===== src/rtl/adcfs_pkg.sv =====
package adcfs_pkg;

   typedef enum logic [1:0] {
      SEQ_IDLE  = 2'd0,
      SEQ_SHIFT = 2'd1,
      SEQ_CONV_LO = 2'd2,
      SEQ_CONV_HI = 2'd3
   } seq_state_t;

   function automatic bit div_ok(input int div, input longint sys_hz, input longint max_hz);
      return (div >= 2) && (div % 2 == 0) && (sys_hz <= max_hz * longint'(div));
   endfunction

endpackage


===== src/rtl/adcfs_ioclk_gen.sv =====
module adcfs_ioclk_gen #(
   parameter int DIV     = 26,
   parameter int PERIODS = 16,
   parameter int PW      = $clog2(PERIODS)
) (
   input  logic          clk,
   input  logic          rst_n,
   input  logic          run,
   output logic          io_clk,
   output logic          rise,
   output logic          fall,
   output logic [PW-1:0] per_idx,
   output logic          last_fall
);
   localparam int HALF = DIV / 2;
   localparam int CW   = PW + 1;

   logic          tick;
   logic [CW-1:0] halves;

   generate
      if (HALF == 1) begin : g_fast
         assign tick = run;
      end else begin : g_count
         localparam int HCW = $clog2(HALF);
         logic [HCW-1:0] hcnt;
         always_ff @(posedge clk or negedge rst_n) begin
            if (!rst_n) begin
               hcnt <= '0;
            end else if (!run || hcnt == HCW'(HALF - 1)) begin
               hcnt <= '0;
            end else begin
               hcnt <= hcnt + 1'b1;
            end
         end
         assign tick = run && (hcnt == HCW'(HALF - 1));
      end
   endgenerate

   always_ff @(posedge clk or negedge rst_n) begin
      if (!rst_n) begin
         halves <= '0;
         io_clk <= 1'b0;
      end else if (!run) begin
         halves <= '0;
         io_clk <= 1'b0;
      end else if (tick) begin
         halves <= halves + 1'b1;
         io_clk <= ~io_clk;
      end
   end

   assign per_idx   = halves[CW-1:1];
   assign rise      = tick && !halves[0];
   assign fall      = tick && halves[0];
   assign last_fall = fall && (per_idx == PW'(PERIODS - 1));

endmodule


===== src/rtl/adcfs_shifter.sv =====
module adcfs_shifter #(
   parameter int CMD_W = 4,
   parameter int RES_W = 10,
   parameter int PW    = 4
) (
   input  logic             clk,
   input  logic             rst_n,
   input  logic             load,
   input  logic [CMD_W-1:0] cmd_in,
   input  logic             rise,
   input  logic             fall,
   input  logic [PW-1:0]    per_idx,
   input  logic             sdi,
   output logic             sdo,
   output logic [RES_W-1:0] cap_word
);
   logic [CMD_W-1:0] cmd_sr;

   always_ff @(posedge clk or negedge rst_n) begin
      if (!rst_n) begin
         cmd_sr <= '0;
         sdo    <= 1'b0;
      end else if (load) begin
         cmd_sr <= cmd_in;
      end else if (rise) begin
         if (int'(per_idx) < CMD_W) begin
            sdo    <= cmd_sr[CMD_W-1];
            cmd_sr <= {cmd_sr[CMD_W-2:0], 1'b0};
         end else begin
            sdo <= 1'b0;
         end
      end
   end

   always_ff @(posedge clk or negedge rst_n) begin
      if (!rst_n) begin
         cap_word <= '0;
      end else if (load) begin
         cap_word <= '0;
      end else if (fall && int'(per_idx) < RES_W) begin
         cap_word <= {cap_word[RES_W-2:0], sdi};
      end
   end

endmodule


===== src/rtl/adcfs_sequencer.sv =====
module adcfs_sequencer
   import adcfs_pkg::*;
(
   input  logic clk,
   input  logic rst_n,
   input  logic start,
   input  logic fall,
   input  logic last_fall,
   input  logic eoc,
   output logic run,
   output logic load,
   output logic commit,
   output logic cs_n,
   output logic fs,
   output logic valid,
   output logic irq
);
   seq_state_t state;

   assign run    = (state == SEQ_SHIFT);
   assign load   = (state == SEQ_IDLE) && start;
   assign commit = (state == SEQ_CONV_HI) && eoc;

   always_ff @(posedge clk or negedge rst_n) begin
      if (!rst_n) begin
         state <= SEQ_IDLE;
         cs_n  <= 1'b1;
         fs    <= 1'b0;
         valid <= 1'b0;
         irq   <= 1'b0;
      end else begin
         valid <= commit;
         case (state)
            SEQ_IDLE: begin
               if (start) begin
                  state <= SEQ_SHIFT;
                  cs_n  <= 1'b0;
                  fs    <= 1'b1;
                  irq   <= 1'b0;
               end
            end
            SEQ_SHIFT: begin
               if (fall) begin
                  fs <= 1'b0;
               end
               if (last_fall) begin
                  state <= SEQ_CONV_LO;
                  cs_n  <= 1'b1;
               end
            end
            SEQ_CONV_LO: begin
               if (!eoc) begin
                  state <= SEQ_CONV_HI;
               end
            end
            SEQ_CONV_HI: begin
               if (eoc) begin
                  state <= SEQ_IDLE;
                  irq   <= 1'b1;
               end
            end
            default: state <= SEQ_IDLE;
         endcase
      end
   end

endmodule


===== src/rtl/adc_frame_ctrl.sv =====
module adc_frame_ctrl #(
   parameter int     DIV       = 26,
   parameter longint SYS_HZ    = 200_000_000,
   parameter longint MAX_IO_HZ = 8_000_000,
   parameter int     CMD_W     = 4,
   parameter int     RES_W     = 10,
   parameter int     PERIODS   = 16
) (
   input  logic             clk,
   input  logic             rst_n,
   input  logic             start,
   input  logic [CMD_W-1:0] cmd,
   input  logic             adc_dout,
   input  logic             adc_eoc,
   output logic             cs_n,
   output logic             fs,
   output logic             adc_din,
   output logic             io_clk,
   output logic [RES_W-1:0] result,
   output logic             result_valid,
   output logic             irq
);
   localparam int PW = $clog2(PERIODS);

   generate
      if (!adcfs_pkg::div_ok(DIV, SYS_HZ, MAX_IO_HZ)) begin : g_bad_div
         $error("DIV must be even, at least 2, and keep the I/O clock within MAX_IO_HZ");
      end
      if (CMD_W < 2 || RES_W < 2 || CMD_W > PERIODS || RES_W > PERIODS) begin : g_bad_widths
         $error("command and result widths must fit inside one frame");
      end
   endgenerate

   logic          run, load, commit;
   logic          rise, fall, last_fall;
   logic [PW-1:0] per_idx;
   logic [RES_W-1:0] cap_word;

   adcfs_ioclk_gen #(.DIV(DIV), .PERIODS(PERIODS), .PW(PW)) u_clkgen (
      .clk(clk), .rst_n(rst_n), .run(run), .io_clk(io_clk),
      .rise(rise), .fall(fall), .per_idx(per_idx), .last_fall(last_fall)
   );

   adcfs_shifter #(.CMD_W(CMD_W), .RES_W(RES_W), .PW(PW)) u_shift (
      .clk(clk), .rst_n(rst_n), .load(load), .cmd_in(cmd),
      .rise(rise), .fall(fall), .per_idx(per_idx), .sdi(adc_dout),
      .sdo(adc_din), .cap_word(cap_word)
   );

   adcfs_sequencer u_seq (
      .clk(clk), .rst_n(rst_n), .start(start), .fall(fall),
      .last_fall(last_fall), .eoc(adc_eoc), .run(run), .load(load),
      .commit(commit), .cs_n(cs_n), .fs(fs), .valid(result_valid), .irq(irq)
   );

   always_ff @(posedge clk or negedge rst_n) begin
      if (!rst_n) begin
         result <= '0;
      end else if (commit) begin
         result <= cap_word;
      end
   end

endmodule


===== config.mk =====
export PLATFORM = sky130hd
export DESIGN_NAME = adc_frame_ctrl
export DESIGN_NICKNAME = d
export VERILOG_FILES = /design/src/rtl/adcfs_pkg.sv /design/src/rtl/adcfs_ioclk_gen.sv /design/src/rtl/adcfs_shifter.sv /design/src/rtl/adcfs_sequencer.sv /design/src/rtl/adc_frame_ctrl.sv
export SDC_FILE = /design/constraint.sdc
export NUM_CORES = 1
export LEC_CHECK = 0
export CAP_MARGIN = 20
export CORE_ASPECT_RATIO = 0.75
export CORE_MARGIN = 3
export CORE_UTILIZATION = 62
export CTS_BUF_LIST = sky130_fd_sc_hd__clkbuf_16
export DETAILED_ROUTE_END_ITERATION = 8
export DONT_BUFFER_PORTS = 1
export HOLD_SLACK_MARGIN = 0.02
export PLACE_DENSITY_LB_ADDON = 0.15
export SLEW_MARGIN = 20
export SYNTH_ARGS = -nofsm -noshare
export SYNTH_HDL_FRONTEND = slang
export SYNTH_SLANG_ARGS = --single-unit

===== constraint.sdc =====
create_clock -name clk -period 2.2 [get_ports clk]
set_clock_uncertainty 0.1 [all_clocks]
set_input_delay 0.33 -clock clk [delete_from_list [all_inputs] [get_ports clk]]
set_output_delay 0.33 -clock clk [all_outputs]
set_load 0.02 [all_outputs]

; Word-level counts from Yosys, hierarchy flattened
; Index checks and enable logic that the tools add are counted.
[totals]
regBits = 41
input_bits = 9
output_inout_bits = 16
elab_cells = 75
[op_classes]
addsub = 2
n_lt_le_gt_ge = 2
n_eq_ne = 11
muxes = 24
n_bitwise = 2
reduce_logical = 22
[ops]
columns = operator, count
row1 = 10-bit 2-to-1 mux, 2
row2 = 4-bit 2-to-1 mux, 4
row3 = 2-bit != test (second input constant), 6
row4 = 5-bit 2-to-1 mux, 2
row5 = 2-bit nonzero test, 5
row6 = 3-bit AND reduction, 3
row7 = 4-bit equality test (second input constant), 2
row8 = 1-bit 2-to-1 mux, 8
row9 = 2-bit 2-to-1 mux, 4
row10 = 2-bit case mux with 4 select lines, 1
row11 = 1-bit logical AND, 7
row12 = 1-bit case mux with 2 select lines, 3
row13 = 5-bit by 1-bit adder with 5-bit output (second input constant), 1
row14 = 4-bit by 1-bit adder with 4-bit output (second input constant), 1
row15 = 2-bit equality test (second input constant), 2
row16 = 4-bit by 3-bit less-than comparator with 1-bit output (second input constant), 1
row17 = 4-bit less-than comparator (second input constant), 1
row18 = 2-bit AND reduction, 2
row19 = 4-bit AND reduction, 1
row20 = 2-bit by 1-bit equality test with 1-bit output (second input constant), 1
row21 = 1-bit logical NOT, 2
row22 = 2-bit logical NOT, 1
row23 = 1-bit inverter, 2
row24 = 1-bit logical OR, 1

; Longest topological paths before layout
[depth]
word_depth = 6
mapped_depth = 8
mapped_depth_nobuf = 6

; Modules after synthesis
; A second synthesis with hierarchy kept.
[unflattened]
hier_cells = 159
area_unflattened_um2 = 2004.4
[modules_own_cells]
columns = mod, instances, cells_each, area_each_um2, seq_area_each_um2
row1 = adcfs_shifter, 1, 44, 626.9, 375.4
row2 = adcfs_ioclk_gen, 1, 54, 548.0, 250.2
row3 = adcfs_sequencer, 1, 40, 417.9, 151.4
row4 = adc_frame_ctrl, 1, 21, 411.6, 250.2

; Worst setup path after synthesis
; OpenSTA, ideal clock, no wires.
[synth_timing]
path_type = register to register
start = register u_seq.state[1]
end = register u_shift.sdo
setup_time_ns = 0.064
arrival_time_ns = 1.558
required_time_ns = 2.036
path_slack_ns = 0.478
path_stages_with_launch = 7
n_path_buf = 0
synth_period_minus_slack_ns = 1.722
cell_sequence = dfrtp_1 -> inv_1 -> ha_1 -> nand4_2 -> or3b_4 -> nor4b_2 -> a21o_1
[synth_between]
elab_chain_len = 4
word_cells_on_any_way = 7
cone_classes = eq/ne: 1 / bitwise: 1 / reduce/logical: 5
[synth_rtl]
columns = item, line_no
row1 = start: declaration, adcfs_sequencer.sv:18  ; seq_state_t state;
row2 = start signal: assignment, adcfs_sequencer.sv:26  ; state <= SEQ_IDLE;
row3 = start signal: assignment, adcfs_sequencer.sv:36  ; state <= SEQ_SHIFT;
row4 = start signal: assignment, adcfs_sequencer.sv:47  ; state <= SEQ_CONV_LO;
row5 = 2-bit by 1-bit equality test with 1-bit output, adcfs_sequencer.sv:20  ; assign run = (state == SEQ_SHIFT);
row6 = via run, adc_frame_ctrl.sv:34  ; logic run, load, commit;
row7 = 1-bit logical AND, adcfs_ioclk_gen.sv:36  ; assign tick = run && (hcnt == HCW'(HALF - 1));
row8 = 1-bit logical AND, adcfs_ioclk_gen.sv:54  ; assign rise = tick && !halves[0];
row9 = 2-bit AND reduction (no source line), --
row10 = end signal: assignment, adcfs_shifter.sv:27  ; sdo <= cmd_sr[CMD_W-1];
row11 = end: declaration, adcfs_shifter.sv:14  ; output logic sdo,
; The timed path passes the listed nets, and every way through them passes these cells.
; A chain may end at the register's enable or synchronous reset.

; Worst setup path in the final report
[layout_timing]
start = register u_clkgen.g_count.hcnt[0]
end = register u_shift.sdo
[layout_between]
elab_chain_len = 4
[layout_rtl]
columns = item, line_no
row1 = start: declaration, adcfs_ioclk_gen.sv:26  ; logic [HCW-1:0] hcnt;
row2 = start signal: assignment, adcfs_ioclk_gen.sv:33  ; hcnt <= hcnt + 1'b1;
row3 = 4-bit equality test, adcfs_ioclk_gen.sv:36
row4 = 1-bit logical AND, adcfs_ioclk_gen.sv:36
row5 = 1-bit logical AND, adcfs_ioclk_gen.sv:54
row6 = 2-bit AND reduction (no source line), --
; Every way passes these cells.

==> impl_metrics.toml <==
[cells_and_area]
seq_area_um2 = 1030
nFillCells = 187
fin_nets = 191
multi_input_area_um2 = 803
n_antenna_cell = 0
drive_above_1_share = 0.143
synthToLayoutAreaGrowth_pct = 10.5

[place]
port_buffers = 0
post-place-ws_ps = 378
place_hpwl_um = 2450
gp_congestion = 0.811

[yosys]
syn_inst = 170
syn-num-nets = 187
synthArstFlopShare = 1.00
synth-seq-cells = 41
synth_edf_count = 0
synthDistinctLibCells = 31
synth_flop_cell = "dfrtp_1"
yosysWarnings = 0
netlist_area_um2 = 1890
yosysSeqAreaShare = 0.543
avgSynthCellArea_um2 = 11.1

[job]
drv_cap = 0

[worst_setup_path]
crit_path_start = "u_clkgen.g_count.hcnt[0]"
reg2regPathDepth = 6
critPathKind = "reg -> reg"
cp_cell_sequence = "inv_1 -> ha_1 -> nand4_2 -> or3b_4 -> nor4b_2 -> a21o_1"
cp_slowest_cell = "dfrtp_1"
worstPathArrival_ps = 1970
r2r_setup_slack_ps = 350
max_stage_delay_ps = 420
cp-end-kind = "register"
r2r-end = "u_shift.sdo"
cp-start-kind = "register"
r2r-start = "u_clkgen.g_count.hcnt[0]"
path_max_fanout = 5
critPathRequiredTime_ps = 2320

[sta]
worst_slew_pin_slew_ps = 502
timing.fmax_mhz = 539
hold_slack_ps = 110
max_slew_margin = 0.664
setup_violations = 0
layout_setup_ws_ps = 346
maxSlewViolCount = 0
hold_viol_final = 0
final.min_clock_period_ps = 1850
grt_setup_unrepaired = "no"
post-route-period-util = 0.843
tns_ps = 0

[routing]
drt-total-wl_um = 3620
wl_met1_um = 1630
vias = 1241
first_pass_iters = 4
vias_per_cell = 5.88
met3_length_um = 224
remaining_drc_errors = 0
wl_met2_um = 1720
drtIter0Drc = 116
wl_per_cell_um = 17.2
top_layer = "met4"
ant_nets = 0

[cts]
h-tree-depth = 2
clock_latency_ps = 280
root_buffer = "clkbuf_16"
post_cts_buffers = 0
clockBufferDepth = 2
cts.sinks = 41
cts_buffers = 5
clk_pin_slew_ps = 50
cts_tree = "built"

[global_route]
grt-ovfl-total = 0
track_usage = 0.214
grt_max_degree = 42
antenna_found_initial = 0
grt_pass1_vias = 1305
grt_pass1_wl_um = 6070

[floorplan]
start_util = 0.685
dieArea_um2 = 3760
pin_count = 25
die_y_um = 53.8
core_um2 = 2760
fp.dieW_um = 69.8
fp-row-count = 16

[power_and_ir_drop]
p_leak_nw = 0.956
ir_worst_vdd_v = 0.000550
power_density_nw_per_um2 = 692

[hold_path]
hold_path_startpoint = "adc_dout"
holdPathStages = 2
hold_path.class = "in -> reg"
hold_path_end = "u_shift.cap_word[0]"

[status]
status = "completed"
## worst max-delay path, delay by kind of cell, from the launching register on
| family | cells | cell delay, ps |
|---|---|---|
| simple gates | 3 | 830 |
| flops | 1 | 420 |
| fa+ha+maj | 1 | 250 |
| compound gates | 1 | 110 |
| buf+inv | 1 | 100 |
## cell families (layout without fill, tap and decap cells)
family	count (synthesis)	in the layout	share of synthesized area
mux	18	18	0.103
compound gates	25	25	0.0747
xor+xnor	6	6	0.0278
simple gates	57	57	0.167
fa+ha+maj	8	8	0.0529
flops	41	41	0.543
buf+inv	15	20	0.0324
## how the worst max path moves through the flow
stage | endpoint | slack [ps]
after detailed placement | u_shift.cmd_sr[3] | 380
after global placement | u_shift.sdo | 440
after CTS | u_seq.state[1] | 360
after global routing | u_seq.state[1] | 200
final | u_shift.sdo | 350
after floorplan | u_shift.sdo | 480
## stage by stage
step / util / cell area [um^2] / std cells / power [mW]
after global placement: 0.697 / 1920 / 201 / 0.772
after global routing: 0.757 / 2090 / 211 / 1.50
after detailed placement: 0.697 / 1920 / 201 / 0.772
final: 0.757 / 2090 / 211 / 1.45
after floorplan: - / 1890 / 170 / 0.772
after CTS: 0.757 / 2090 / 211 / 1.46
## sequential cells by signal (all words and copies together), names as in the netlist, 2 cells and up
| name | count |
|---|---|
| u_shift.cap_word | 10 |
| u_seq.state | 2 |
| u_shift.cmd_sr | 4 |
| u_clkgen.halves | 5 |
| u_clkgen.g_count.hcnt | 4 |
| result | 10 |
## layer usage
metal  vias to the layer above  track usage
li1                        595            -
met1                       604        0.273
met2                        36        0.357
met3                         6       0.0560
met4                         0       0.0860
met5                         -            0
## layout make-up
cell class                 count  share of cell area
inverter                       7              0.0126
tap                           36              0.0215
clock inverter                 3             0.00539
clock buffer                   5              0.0598
multi-input combinational    114               0.384
timing repair buffer           5              0.0251
sequential                    41               0.491
## where the power goes
part           switching [mW]  leakage, nW  internal, mW  total, mW
sequential           0.000798        0.526         0.756      0.756
clock                   0.263       0.0776         0.407      0.670
combinational          0.0146        0.353       0.00660     0.0212
## synthesized netlist by cell type, drive strengths merged, types with 6 or more instances
master | instances | area (um^2)
and2 | 6 | 37.5
mux2 | 11 | 124
a21oi | 6 | 30.0
nand2 | 17 | 63.8
ha | 8 | 100
inv | 7 | 26.3
nor2 | 8 | 30.0
mux2i | 7 | 70.1
nand3 | 14 | 70.1
dfrtp | 40 | 1000
xnor2 | 6 | 52.6
o21ai | 14 | 70.1
## repair_timing
item	CTS	global route
hold buffers	2	0
gates resized for setup	0	0
endpoints found under the hold margin	41	0
## layout by cell type (no fill, tap or decap), types with 3 or more instances in the layout
cell type  instances
nand3_1           14
nor2_1             8
o21ai_0           14
xnor2_1            6
ha_1               8
mux2i_1            7
and2_1             6
dfrtp_1           40
clkbuf_16          5
nand4_1            4
a21oi_1            6
mux2_2            10
buf_4              3
nand2_1           17
inv_1             10
No activity file was read; power rests on OpenSTA's default activity.
